<file path="src/rtl/hpdc_pkg.sv">
package hpdc_pkg;

  localparam int NUM_LINES = 2;
  localparam int LINE_RX   = 0;
  localparam int LINE_HP   = 1;

  localparam logic [2:0] SNS_FORCE = 3'b000;
  localparam logic [2:0] SNS_FLAG  = 3'b001;
  localparam logic [2:0] SNS_RX    = 3'b010;
  localparam logic [2:0] SNS_HP    = 3'b011;

  // configuration word, hsyncEn in bit 0
  typedef struct packed {
    logic [2:0] senseSel;
    logic       trigSel;
    logic       vsyncEn;
    logic       hsyncEn;
  } cfg_t;

  localparam cfg_t CFG_RESET = '{senseSel: SNS_FLAG, trigSel: 1'b0,
                                 vsyncEn: 1'b1, hsyncEn: 1'b1};

  // strobes from control to datapath
  typedef struct packed {
    logic clrFlag;
  } strobe_t;

  // status word, intFlag in bit 0
  typedef struct packed {
    logic hpSync;
    logic rxSync;
    logic intFlag;
  } stat_t;

endpackage

</file>
<file path="src/rtl/hpdc_ctrl.sv">
module hpdc_ctrl
  import hpdc_pkg::*;
#(
  parameter int ADDR_W    = 4,
  parameter int DATA_W    = 8,
  parameter int CFG_ADDR  = 0,
  parameter int STAT_ADDR = 1
) (
  input  logic              clk,
  input  logic              rstN,
  input  logic [ADDR_W-1:0] addr,
  input  logic              wrEn,
  input  logic [DATA_W-1:0] wrData,
  input  stat_t             stat,
  output cfg_t              cfg,
  output strobe_t           strobe,
  output logic [DATA_W-1:0] rdData
);

  localparam int CFG_W  = $bits(cfg_t);
  localparam int STAT_W = $bits(stat_t);
  localparam logic [ADDR_W-1:0] CFG_A  = ADDR_W'(CFG_ADDR);
  localparam logic [ADDR_W-1:0] STAT_A = ADDR_W'(STAT_ADDR);

  logic cfgHit;
  logic statHit;

  assign cfgHit  = (addr == CFG_A);
  assign statHit = (addr == STAT_A);

  always_ff @(posedge clk or negedge rstN) begin
    if (!rstN) begin
      cfg <= CFG_RESET;
    end else if (wrEn && cfgHit) begin
      cfg <= cfg_t'(wrData[CFG_W-1:0]);
    end
  end

  always_comb begin
    strobe         = '0;
    strobe.clrFlag = wrEn && statHit && wrData[0];
  end

  always_comb begin
    rdData = '0;
    if (cfgHit) begin
      rdData[CFG_W-1:0] = cfg;
    end else if (statHit) begin
      rdData[STAT_W-1:0] = stat;
    end
  end

endmodule

</file>
<file path="src/rtl/hpdc_datapath.sv">
module hpdc_datapath
  import hpdc_pkg::*;
#(
  parameter int SYNC_STAGES = 2
) (
  input  logic    clk,
  input  logic    rstN,
  input  cfg_t    cfg,
  input  strobe_t strobe,
  input  logic    rxSenseIn,
  input  logic    hotPlugIn,
  input  logic    hsyncIn,
  input  logic    vsyncIn,
  output stat_t   stat,
  output logic    selChange,
  output logic    hsyncOut,
  output logic    vsyncOut,
  output logic    senseOut
);

  logic [NUM_LINES-1:0] rawLines;
  logic [NUM_LINES-1:0] syncLines;
  logic [NUM_LINES-1:0] prevLines;
  logic [NUM_LINES-1:0] lineChange;
  logic                 intFlag;

  assign rawLines[LINE_RX] = rxSenseIn;
  assign rawLines[LINE_HP] = hotPlugIn;

  for (genvar g = 0; g < NUM_LINES; g++) begin : g_sync
    logic [SYNC_STAGES-1:0] chain;
    always_ff @(posedge clk or negedge rstN) begin
      if (!rstN) chain <= '0;
      else       chain <= {chain[SYNC_STAGES-2:0], rawLines[g]};
    end
    assign syncLines[g] = chain[SYNC_STAGES-1];
  end

  // each line keeps its own previous sample, so a trigger switch compares
  // the newly chosen line only against its own history
  always_ff @(posedge clk or negedge rstN) begin
    if (!rstN) prevLines <= '0;
    else       prevLines <= syncLines;
  end

  assign lineChange = syncLines ^ prevLines;
  assign selChange  = cfg.trigSel ? lineChange[LINE_HP] : lineChange[LINE_RX];

  // active-low sticky flag, a new change outranks a clear
  always_ff @(posedge clk or negedge rstN) begin
    if (!rstN)               intFlag <= 1'b1;
    else if (selChange)      intFlag <= 1'b0;
    else if (strobe.clrFlag) intFlag <= 1'b1;
  end

  always_comb begin
    stat         = '0;
    stat.intFlag = intFlag;
    stat.rxSync  = syncLines[LINE_RX];
    stat.hpSync  = syncLines[LINE_HP];
  end

  always_comb begin
    case (cfg.senseSel)
      SNS_FLAG: senseOut = intFlag;
      SNS_RX:   senseOut = syncLines[LINE_RX];
      SNS_HP:   senseOut = syncLines[LINE_HP];
      default:  senseOut = 1'b1;
    endcase
  end

  assign hsyncOut = hsyncIn & cfg.hsyncEn;
  assign vsyncOut = vsyncIn & cfg.vsyncEn;

endmodule

</file>
<file path="src/rtl/hpd_irq_ctrl.sv">
module hpd_irq_ctrl
  import hpdc_pkg::*;
#(
  parameter int ADDR_W      = 4,
  parameter int DATA_W      = 8,
  parameter int SYNC_STAGES = 2
) (
  input  logic              clk,
  input  logic              rstN,
  input  logic [ADDR_W-1:0] addr,
  input  logic              wrEn,
  input  logic [DATA_W-1:0] wrData,
  output logic [DATA_W-1:0] rdData,
  input  logic              rxSenseIn,
  input  logic              hotPlugIn,
  input  logic              hsyncIn,
  input  logic              vsyncIn,
  output logic              hsyncOut,
  output logic              vsyncOut,
  output logic              senseOut
);

  cfg_t    cfg;
  strobe_t strobe;
  stat_t   stat;
  logic    selChange;

  hpdc_ctrl #(
    .ADDR_W(ADDR_W),
    .DATA_W(DATA_W),
    .CFG_ADDR(0),
    .STAT_ADDR(1)
  ) u_ctrl (
    .clk(clk),
    .rstN(rstN),
    .addr(addr),
    .wrEn(wrEn),
    .wrData(wrData),
    .stat(stat),
    .cfg(cfg),
    .strobe(strobe),
    .rdData(rdData)
  );

  hpdc_datapath #(
    .SYNC_STAGES(SYNC_STAGES)
  ) u_dp (
    .clk(clk),
    .rstN(rstN),
    .cfg(cfg),
    .strobe(strobe),
    .rxSenseIn(rxSenseIn),
    .hotPlugIn(hotPlugIn),
    .hsyncIn(hsyncIn),
    .vsyncIn(vsyncIn),
    .stat(stat),
    .selChange(selChange),
    .hsyncOut(hsyncOut),
    .vsyncOut(vsyncOut),
    .senseOut(senseOut)
  );

endmodule

</file>
<file path="config.mk">
export PLATFORM = sky130hd
export DESIGN_NAME = hpd_irq_ctrl
export DESIGN_NICKNAME = d
export VERILOG_FILES = /design/src/rtl/hpdc_pkg.sv /design/src/rtl/hpdc_ctrl.sv /design/src/rtl/hpdc_datapath.sv /design/src/rtl/hpd_irq_ctrl.sv
export SDC_FILE = /design/constraint.sdc
export NUM_CORES = 1
export LEC_CHECK = 0
export BUFFER_PORTS_ARGS = -buffer_cell sky130_fd_sc_hd__buf_2
export CAP_MARGIN = 10
export CELL_PAD_IN_SITES_DETAIL_PLACEMENT = 1
export CELL_PAD_IN_SITES_GLOBAL_PLACEMENT = 2
export CORE_MARGIN = 1
export CORE_UTILIZATION = 26
export CTS_BUF_LIST = sky130_fd_sc_hd__clkbuf_4 sky130_fd_sc_hd__clkbuf_8
export DETAILED_ROUTE_END_ITERATION = 7
export GPL_TIMING_DRIVEN = 0
export PLACE_DENSITY = 0.79
export SYNTH_ARGS = -nofsm -noshare
export SYNTH_HDL_FRONTEND = slang
export SYNTH_SLANG_ARGS = --single-unit
</file>
<file path="constraint.sdc">
create_clock -name clk -period 1.11 [get_ports clk]
set_clock_uncertainty 0.1 [all_clocks]
set_input_delay 0.222 -clock clk [delete_from_list [all_inputs] [get_ports clk]]
set_output_delay 0.222 -clock clk [all_outputs]
set_load 0.02 [all_outputs]
</file>
==> results.md, run 1 <==
* Crit path launch: u_ctrl.cfg[4]
* Reg area at 330 µm²
* Register area share after synthesis at 53.7%
* Crit path kind: reg -> out
* Fmax at 0.621 GHz
* Placer Congestion at 0.683
* Largest net degree at the start of global routing at 14
* Clk root buf: clkbuf_4
* Die height at 50.7 µm
* Post-placement cell count at 96
* Commonest non-fill, non-tap cells in the layout: 13 x buf_2, 13 x buf_6, 9 x dfrtp_1, 7 x buf_4, 6 x mux2_4
* Total grt overflow at 0
* First-pass DRT Iterations at 4
* Initial Util at 27.8%
* Status: finished with violations
* Flop2flop setup slack at 0.07 ns
* Capturing point of the worst reg2reg path: u_ctrl.cfg[0]
* Synth-to-layout area growth at 65.0%
* ANT nets after route at 0
* Library cells used by synthesis at 20
* Worst EP required at 0.79 ns
* Final worst path period share at 145%
* Simple-gate share of the synthesized area at 16.3%
* Total GRT Usage at 13.3%
* Clock Latency Late Sink at 0.28 ns
* Setup slack after layout at -0.500 ns
* Die area at 2570 µm²
* Vias in the first global route at 563
* Worst Path Max Fanout at 3
* CTS tree: done
* Total Wirelength at 1.49 mm
* WL/cell at 13.5 µm
* Worst hold path type: in -> reg
* Pwr per Cell Area at 1310 nW/µm²
* Synth top area share at 36.6%
* Synth Cell Area at 616 µm²
* Adder-cell share of the synthesized area at 0%
* Final setup vio count at 15
* Worst r2r path cells at 3
* Max Slew Vio Count at 0
* Seq cells post-synth at 13
* Core Util, Final at 45.9%
* H-tree Lvls at 1
* Worst R2R Start: u_ctrl.cfg[0]
* Yosys warnings at 0
* Leakage at 0.486 nW
* Fillers at 246
* First-pass GRT wire length at 2.44 mm
* Synth Area in XOR/XNOR at 2.85%
* Main combinational cell family by area after synthesis: simple AND/OR/NAND/NOR gates
* Antenna Cells at 0
* Starting DRC count in detailed routing at 4
* Area leader, netlist: dfrtp_1
* Clk buf depth at 2
* Vias at 480
* Startpoint class of the critical path: flip-flop
* WP data arrival at 1.29 ns
* Final period demand of the worst path at 1.61 ns
* Top Ports at 30
* Design Power at 0.00133 W
* Core Rows at 17
* Max-cap violations at 0
* Post-Syn Instances at 42
* Die Wd at 50.7 µm
* Syn Area/Cell at 14.7 µm²
* IO Port Bufs at 25
* Inserted Clock Buffers at 3
* Initial antenna violation count at 0
* Hold slack at 0.0680 ns
* Core area at 2210 µm²
* Final Hold Fails at 0
* Share of cells above drive strength 1 at 75.6%
* Compound-gate portion of the synthesized area at 7.93%
* Synth area leaders: dfrtp_1 37%, dfstp_2 17%, mux2_4 15%, a22o_2 4.9%, and2_2 3.7%
* Setup crit end kind: primary output
* Peak VDD IR at 0.628 mV
* Drt drc at 0
* Via/cell ratio at 4.36
* Setup TNS at -3.52 ns
* Clock sinks at 13
* Area of the multi-input gates at 312 µm²
* Post-synthesis mux area share at 16.3%
* Fin cells at 110
* Violated checks: setup timing
* Final nets at 102
* Clock slew seen by the registers of the worst setup and hold paths at 0.08 ns
* Critical Path Sink: senseOut
* RSZ-0062 raised after global routing: yes
-- through the flow --
stage / cell area, µm² / worst slack [ns]
final: 1020 / -0.500
after global routing: 1020 / -0.559
after CTS: 971 / -0.527
after detailed placement: 787 / -0.516
after global placement: 787 / -0.475
after floorplan: 627 / -0.186
-- per-layer routing --
layer	vias to the layer above	wire, µm	track usage (%)
met2	23	786	24.9
met3	3	71	2.12
met1	230	594	14.0
met4	0	34	6.94
met5	-	0	0
li1	224	-	-
-- logic make-up (layout without fill, tap and decap cells) --
group                     Yosys count  count (layout)
DFF                                13              13
buffers and inverters               2              41
muxes                               7               7
xor gates and xnor gates            2               2
and+or+nand+nor                    11              11
AOI/OAI and AO/OA                   6               6
other                               1               2
-- repair_timing --
item,4_1_cts,5_1_grt
setup buffers,4,3
pin swaps,4,3
setup endpoints to repair,15,16
hold endpoints to repair,15,0
hold buffers,3,0
resized for setup,27,7
-- worst min path at each step --
stage | to | startpoint | cells after the start
2_1_floorplan | u_ctrl.cfg[2] | rstN | 0
3_5_place_dp | u_dp.g_sync[0].chain[0] | rstN | 1
4_1_cts | u_ctrl.cfg[3] | wrData[3] | 2
5_1_grt | u_ctrl.cfg[3] | wrData[3] | 2
3_3_place_gp | u_dp.g_sync[0].chain[0] | rstN | 1
6_report | u_ctrl.cfg[2] | wrData[2] | 2
-- flip-flops by register name, summed over array words and instances (netlist names) --
name               flops
u_dp.intFlag           1
u_dp.g_sync.chain      4
u_dp.prevLines         2
u_ctrl.cfg             6
-- worst max-delay path: stages (launching register included) --
cell     delay (ns)
dfrtp_1        0.39
mux2i_1        0.19
a21oi_1        0.08
or2_4          0.22
buf_6          0.13
-- Yosys cell counts --
cell type	instances
and2_2	3
or2_2	1
mux2_4	6
dfrtp_1	9
a22o_2	3
a211oi_1	1
nor4b_2	1
conb_1	1
a21oi_1	1
and2_1	2
xnor2_1	1
dfstp_2	4
xor2_1	1
nor4_4	1
nor2_1	1
mux2i_1	1
buf_4	2
nand2_4	1
a31oi_1	1
nor3b_1	1
-- where the power goes --
group | internal [W] | switching, W | total (W) | leakage (nW)
registers | 0.000557 | 0.0000589 | 0.000616 | 0.148
logic | 0.000254 | 0.000139 | 0.000393 | 0.319
clock network | 0.000164 | 0.000161 | 0.000325 | 0.0184
-- area by class of cell --
type / instances / area share, %
well taps: 28 / 3.45
repair buffers: 35 / 28.9
multi-input cells: 28 / 30.7
flip-flops and latches: 13 / 32.5
plain buffers: 2 / 1.48
clock buffers: 4 / 2.96
(Power assumes the default switching activity.)
==> inputs of run 2 (changes only) <==
- CORE_UTILIZATION: 26 -> 24
- CTS_BUF_LIST: sky130_fd_sc_hd__clkbuf_4 sky130_fd_sc_hd__clkbuf_8 -> sky130_fd_sc_hd__clkbuf_8 sky130_fd_sc_hd__clkbuf_16
- PLACE_DENSITY: 0.79 -> 0.74
==> run 2 against run 1 <==
Net effect: the flow still finishes with violations (setup timing); register-to-register slack lost 0.15 ns; sequential power grew 0.8%; core utilization grew 1.9 points; die area grew 8.0%; clock-buffer cell count shrank 1; flip-flop and latch count is the same; non-clock buffer count grew 6; critical path type unchanged; highest routed layer unchanged.
==> results.md, run 2 (synthesis results as in run 1) <==
* Status: finished with violations
* Violated checks: setup timing
* First-pass DRT Iterations at 1 (-3)
* Max Slew Vio Count at 0 (unchanged)
* Leading registers by flop count: u_ctrl.cfg x6, u_dp.g_sync.chain x4, u_dp.prevLines x2
* Initial Util at 26.6% (-1.3 points)
* Clock sinks at 13 (unchanged)
* Design Power at 0.00150 W (+12%)
* Cell family with most CP delay: flip-flops
* Final period demand of the worst path at 1.57 ns (-0.0390 ns)
* Worst hold path type: in -> reg
* Via/cell ratio at 4.38 (+0.36%)
* Vias in the first global route at 540 (-4.1%)
* Fmax at 0.636 GHz (+2.5%)
* ANT nets after route at 0 (unchanged)
* Die Wd at 52.6 µm (+3.9%)
* Setup crit end kind: primary output
* Drt drc at 0 (unchanged)
* Total GRT Usage at 12.9% (-0.36 points)
* CTS tree: done
* Core Rows at 17 (unchanged)
* Starting DRC count in detailed routing at 0 (-4)
* Top Ports at 30 (unchanged)
* Synth-to-layout area growth at 80.3%
* Worst slack at placement at -0.466 ns (+0.0501 ns)
* Share of cells above drive strength 1 at 77.3% (+1.7 points)
* Core area at 2320 µm² (+4.8%)
* Crit path buffers/inverters at 1 (unchanged)
* Final worst path period share at 142% (-3.5 points)
* Clk root buf: clkbuf_8
* Worst EP required at 0.79 ns (about the same)
* Vias at 508 (+5.8%)
* Slowest stage cell, crit path: dfstp_2
* DPL Wire Length at 1.03 mm
* WP data arrival at 1.25 ns (-0.04 ns)
* Startpoint class of the critical path: flip-flop
* Clock slew seen by the registers of the worst setup and hold paths at 0.06 ns (-0.02 ns)
* Max reg flops at 6 (unchanged)
* Setup slack after layout at -0.461 ns (+0.0390 ns)
* Commonest non-fill, non-tap cell in the layout: buf_6
* Largest net degree at the start of global routing at 14 (unchanged)
* Peak VDD IR at 0.832 mV (+33%)
* IO Port Bufs at 25 (unchanged)
* Final nets at 108 (+5.9%)
* First-pass GRT wire length at 2.37 mm (-2.5%)
* Inserted Clock Buffers at 3 (unchanged)
* H-tree Lvls at 1 (unchanged)
* Final Hold Fails at 0 (unchanged)
* Pwr per Cell Area at 1350 nW/µm² (+2.8%)
* Antenna Cells at 0 (unchanged)
* Initial antenna violation count at 0 (unchanged)
* Crit path kind: reg -> out
* Placer Congestion at 0.679 (-0.57%)
* Cells along the critical path: a21oi_1 -> or2_4 -> buf_6
* Total Wirelength at 1.53 mm (+3.2%)
* Hold slack at 0.102 ns (+0.0341 ns)
* Clk buf depth at 2 (unchanged)
* Commonest non-fill, non-tap cells in the layout: 17 x buf_6, 13 x buf_2, 9 x buf_4, 9 x dfrtp_1, 6 x mux2_4
* Leakage at 0.544 nW (+12%)
* Total grt overflow at 0 (unchanged)
* RSZ-0062 raised after global routing: yes
* Clock Latency Late Sink at 0.25 ns (-0.03 ns)
* WL/cell at 13.2 µm (-2.1%)
* Die height at 52.6 µm (+3.9%)
* Die area at 2770 µm² (+8.0%)
* Most flops, register: u_ctrl.cfg
* Crit-path max cell delay at 0.57 ns (+0.18 ns)
* Worst Path Max Fanout at 4 (+1)
* Max-cap violations at 0 (unchanged)
* Final setup vio count at 16 (+1)
==> run 2: area by class of cell <==
class	count	area (µm²)
buffer	2	15.0
clock buffer	3	41.3
clock inverter	1	5.00
fill	243	1210
multi-input combinational	28	329
sequential	13	330
tap	28	35.0
timing repair buffer	41	354
==> run 2: what timing repair did <==
action | in CTS | in global routing
setup endpoints to repair | 16 | 13
buffers inserted | 8 | 6
hold buffers | 3 | 0
hold endpoints to repair | 11 | 0
gates resized for setup | 36 | 5
pin swaps | 7 | 2
==> run 2: power breakdown <==
group	internal [W]	switching (W)	total [W]	leakage [nW]
Sequential	0.000558	0.0000627	0.000621	0.148
Combinational	0.000299	0.000147	0.000446	0.370
Clock	0.000248	0.000182	0.000430	0.0255
Total	0.00111	0.000392	0.00150	0.544
==> run 2: worst reg2reg max path, stage by stage (launching register included) <==
cell      delay (ns)
dfrtp_1         0.40
buf_6           0.13
buf_6           0.11
xor2_1          0.15
a211oi_1        0.23
==> run 2: final timing paths <==
path	from	to	slack [ns]	cells past startpoint
worst max-delay path	u_ctrl.cfg[3]	senseOut	-0.46	3
worst min-delay path	wrData[4]	u_ctrl.cfg[4]	0.10	2
worst max register to register	u_dp.g_sync[1].chain[1]	u_dp.intFlag	-0.08	4
worst min register to register	u_dp.g_sync[1].chain[0]	u_dp.g_sync[1].chain[1]	0.25	0
max in group asynchronous	rstN	u_dp.intFlag	0.33	2
min in group asynchronous	rstN	u_ctrl.cfg[5]	0.29	2
==> run 2: through the flow <==
step	utilization (%)	std cells	instance area, µm²	TNS [ns]
finish	47.9	116	1110	-3.35
global route	47.9	116	1110	-3.84
CTS	45.4	111	1050	-2.85
detailed placement	33.9	96	787	-5.79
global placement	33.9	96	787	-5.71
floorplan	-	43	627	-1.70
==> run 2: layer usage <==
metal	vias to the layer above	GRT usage (%)	part of all wire, %
met4	0	7.89	1.6
li1	240	-	-
met1	241	13.4	41
met2	23	23.4	53
met5	-	0	0
met3	4	2.61	4.6
==> inputs of run 3 (changes only) <==
- ABC_AREA: unset -> 1
- CORE_UTILIZATION: 24 -> 21
- PLACE_DENSITY: 0.74 -> 0.73
==> run 3 against run 2 <==
Net effect: the flow finishes with violations (DRC, setup timing); critical path depth up 1; largest power group unchanged; setup slack better by 0.048 ns; die area up 22%; synthesized cell count up 90%.
==> results.md, run 3 <==
* Vias at 640 (+26%)
* Synth top area share at 34.2% (-2.4 points)
* Status: finished with violations
* Crit-path max cell delay at 0.55 ns (-0.02 ns)
* Yosys warnings at 0 (unchanged)
* Core Rows at 19 (+2)
* Clock sinks at 13 (unchanged)
* Synth Cell Area at 659 µm² (+7.1%)
* Commonest non-fill, non-tap cells in the layout: 16 x buf_2, 15 x nand2_1, 14 x inv_1, 14 x buf_4, 9 x dfrtp_1
* Die height at 58.0 µm (+10%)
* DPL Wire Length at 1.24 mm (+21%)
* IO Port Bufs at 25 (unchanged)
* Startpoint class of the critical path: flip-flop
* WL/cell at 11.3 µm (-14%)
* First-pass GRT wire length at 2.84 mm (+19%)
* H-tree Lvls at 1 (unchanged)
* Syn Area/Cell at 8.24 µm² (-44%)
* WP data arrival at 1.20 ns (-0.05 ns)
* Placer Congestion at 0.750 (+10%)
* Setup slack after layout at -0.413 ns (+0.0485 ns)
* Synth Flop Type: dfrtp_1
* Final Hold Fails at 0 (unchanged)
* Crit path buffers/inverters at 2 (+1)
* Worst Path Max Fanout at 3 (-1)
* Top Ports at 30 (unchanged)
* Clk root buf: clkbuf_8
* Final period demand of the worst path at 1.52 ns (-0.0485 ns)
* Max reg flops at 6 (unchanged)
* Via/cell ratio at 4.10 (-6.3%)
* Post-Syn Instances at 80 (+90%)
* Peak VDD IR at 0.819 mV (-1.5%)
* Pwr per Cell Area at 1220 nW/µm² (-9.6%)
* Crit path kind: reg -> out
* Die Wd at 58.0 µm (+10%)
* Clock slew seen by the registers of the worst setup and hold paths at 0.05 ns (about the same)
* Leakage at 0.603 nW (+11%)
* Async SR Flop Fraction at 100% (unchanged)
* Final setup vio count at 10 (-6)
* Antenna Cells at 0 (unchanged)
* Clock Latency Late Sink at 0.24 ns (about the same)
* ANT nets after route at 0 (unchanged)
* Final worst path period share at 137% (-4.4 points)
* Setup crit end kind: primary output
* Commonest non-fill, non-tap cell in the layout: buf_2
* Final nets at 145 (+34%)
* Violated checks: DRC, setup timing
* Most frequent cell after synthesis: inv_1
* Initial Util at 23.1% (-3.4 points)
* Register area share after synthesis at 50.1% (-3.6 points)
* Library cells used by synthesis at 16 (-20%)
* Core area at 2850 µm² (+23%)
* Most flops, register: u_ctrl.cfg
* Slowest stage cell, crit path: dfstp_2
* Area of the multi-input gates at 290 µm² (-12%)
* CTS tree: done
* Setup TNS at -2.16 ns (+1.19 ns)
* Share of cells above drive strength 1 at 58.4% (-19 points)
* Max-cap violations at 0 (unchanged)
* First-pass DRT Iterations at 6 (+5)
* Worst EP required at 0.79 ns (about the same)
* Fmax at 0.657 GHz (+3.2%)
* Worst slack at placement at -0.277 ns (+0.189 ns)
* Die area at 3370 µm² (+22%)
* Worst hold path type: in -> reg
* Drt drc at 2 (+2)
* Fillers at 340 (+40%)
* Synth-to-layout area growth at 70.6%
* Design Power at 0.00137 W (-8.3%)
* RSZ-0062 raised after global routing: yes
* Starting DRC count in detailed routing at 9 (+9)
* Largest net degree at the start of global routing at 14 (unchanged)
* Inserted Clock Buffers at 3 (unchanged)
* Clk buf depth at 2 (unchanged)
* Cells along the critical path: inv_2 -> o21ai_1 -> nand4_1 -> buf_4
* Leading registers by flop count: u_ctrl.cfg x6, u_dp.g_sync.chain x4, u_dp.prevLines x2
* Cell family with most CP delay: flip-flops
* Total GRT Usage at 11.0% (-2.0 points)
* Area leader, netlist: dfrtp_1
* Hold slack at 0.0837 ns (-0.0184 ns)
* Seq cells post-synth at 13 (unchanged)
* Max Slew Vio Count at 0 (unchanged)
* EDFF count, synth at 0 (unchanged)
* Reg area at 330 µm² (unchanged)
* Synth top cells by count: 20 x inv_1, 19 x nand2_1, 9 x dfrtp_1
* Synth area leaders: dfrtp_1 34%, dfstp_2 16%, inv_1 11%, nand2_1 11%, o21ai_2 8.0%
* Vias in the first global route at 646 (+20%)
* Total Wirelength at 1.76 mm (+15%)
* Initial antenna violation count at 0 (unchanged)
* Total grt overflow at 0 (unchanged)
## run 3: worst paths after layout
kind	from	to	depth (start not counted)	slack [ns]
setup / recovery	u_ctrl.cfg[3]	senseOut	4	-0.41
hold / removal	wrData[3]	u_ctrl.cfg[3]	3	0.08
setup reg to reg	u_dp.g_sync[1].chain[1]	u_dp.intFlag	8	-0.03
hold reg to reg	u_dp.g_sync[0].chain[0]	u_dp.g_sync[0].chain[1]	0	0.24
max in group asynchronous	rstN	u_dp.intFlag	2	0.31
min in group asynchronous	rstN	u_ctrl.cfg[4]	2	0.31
## run 3: cell type report
cell class	count	area share, %
multi-input combinational	45	25.8
clock buffer	3	3.67
sequential	13	29.4
clock inverter	1	0.334
timing repair buffer	40	28.0
buffer	3	2.67
inverter	20	6.67
tap	31	3.45
## run 3: cells by family (layout without fill, tap and decap cells)
group,after synthesis,count (layout),synth area share [%]
AOI/OAI and AO/OA,10,10,11.2
buffers and inverters,23,67,15.4
DFF,13,13,50.1
other,1,2,0.569
and+or+nand+nor,33,33,22.8
## run 3: through the flow
step / util [%] / instances / area (µm²)
floorplan: - / 81 / 677
global placement: 29.5 / 137 / 841
detailed placement: 29.5 / 137 / 841
CTS: 36.8 / 153 / 1050
global route: 39.4 / 156 / 1120
finish: 39.4 / 156 / 1120
## run 3: where the power goes
part / internal (W) / switching, W
Combinational: 0.000179 / 0.000190
Clock: 0.000244 / 0.000162
Sequential: 0.000549 / 0.0000493
## run 3: layer usage
layer / routed length (µm) / vias up / GRT usage (%)
met4: 0 / 0 / 3.06
li1: - / 327 / -
met3: 101 / 0 / 2.01
met2: 873 / 22 / 18.1
met5: 0 / - / 0
met1: 789 / 291 / 14.8
## run 3: timing repair
item,in CTS,in global routing
resized for setup,25,10
hold buffers,3,0
endpoints found under the hold margin,11,0
endpoints found under the setup margin,9,14
setup buffers,9,2
cloned,0,1
pin swaps,8,5
## run 3: worst reg2reg max path, stage by stage (launching register included)
cell,delay (ns)
dfrtp_1,0.40
inv_2,0.06
buf_4,0.13
buf_4,0.12
nand2_1,0.05
nand3_1,0.07
nand2_1,0.07
nand2_1,0.04
inv_1,0.04
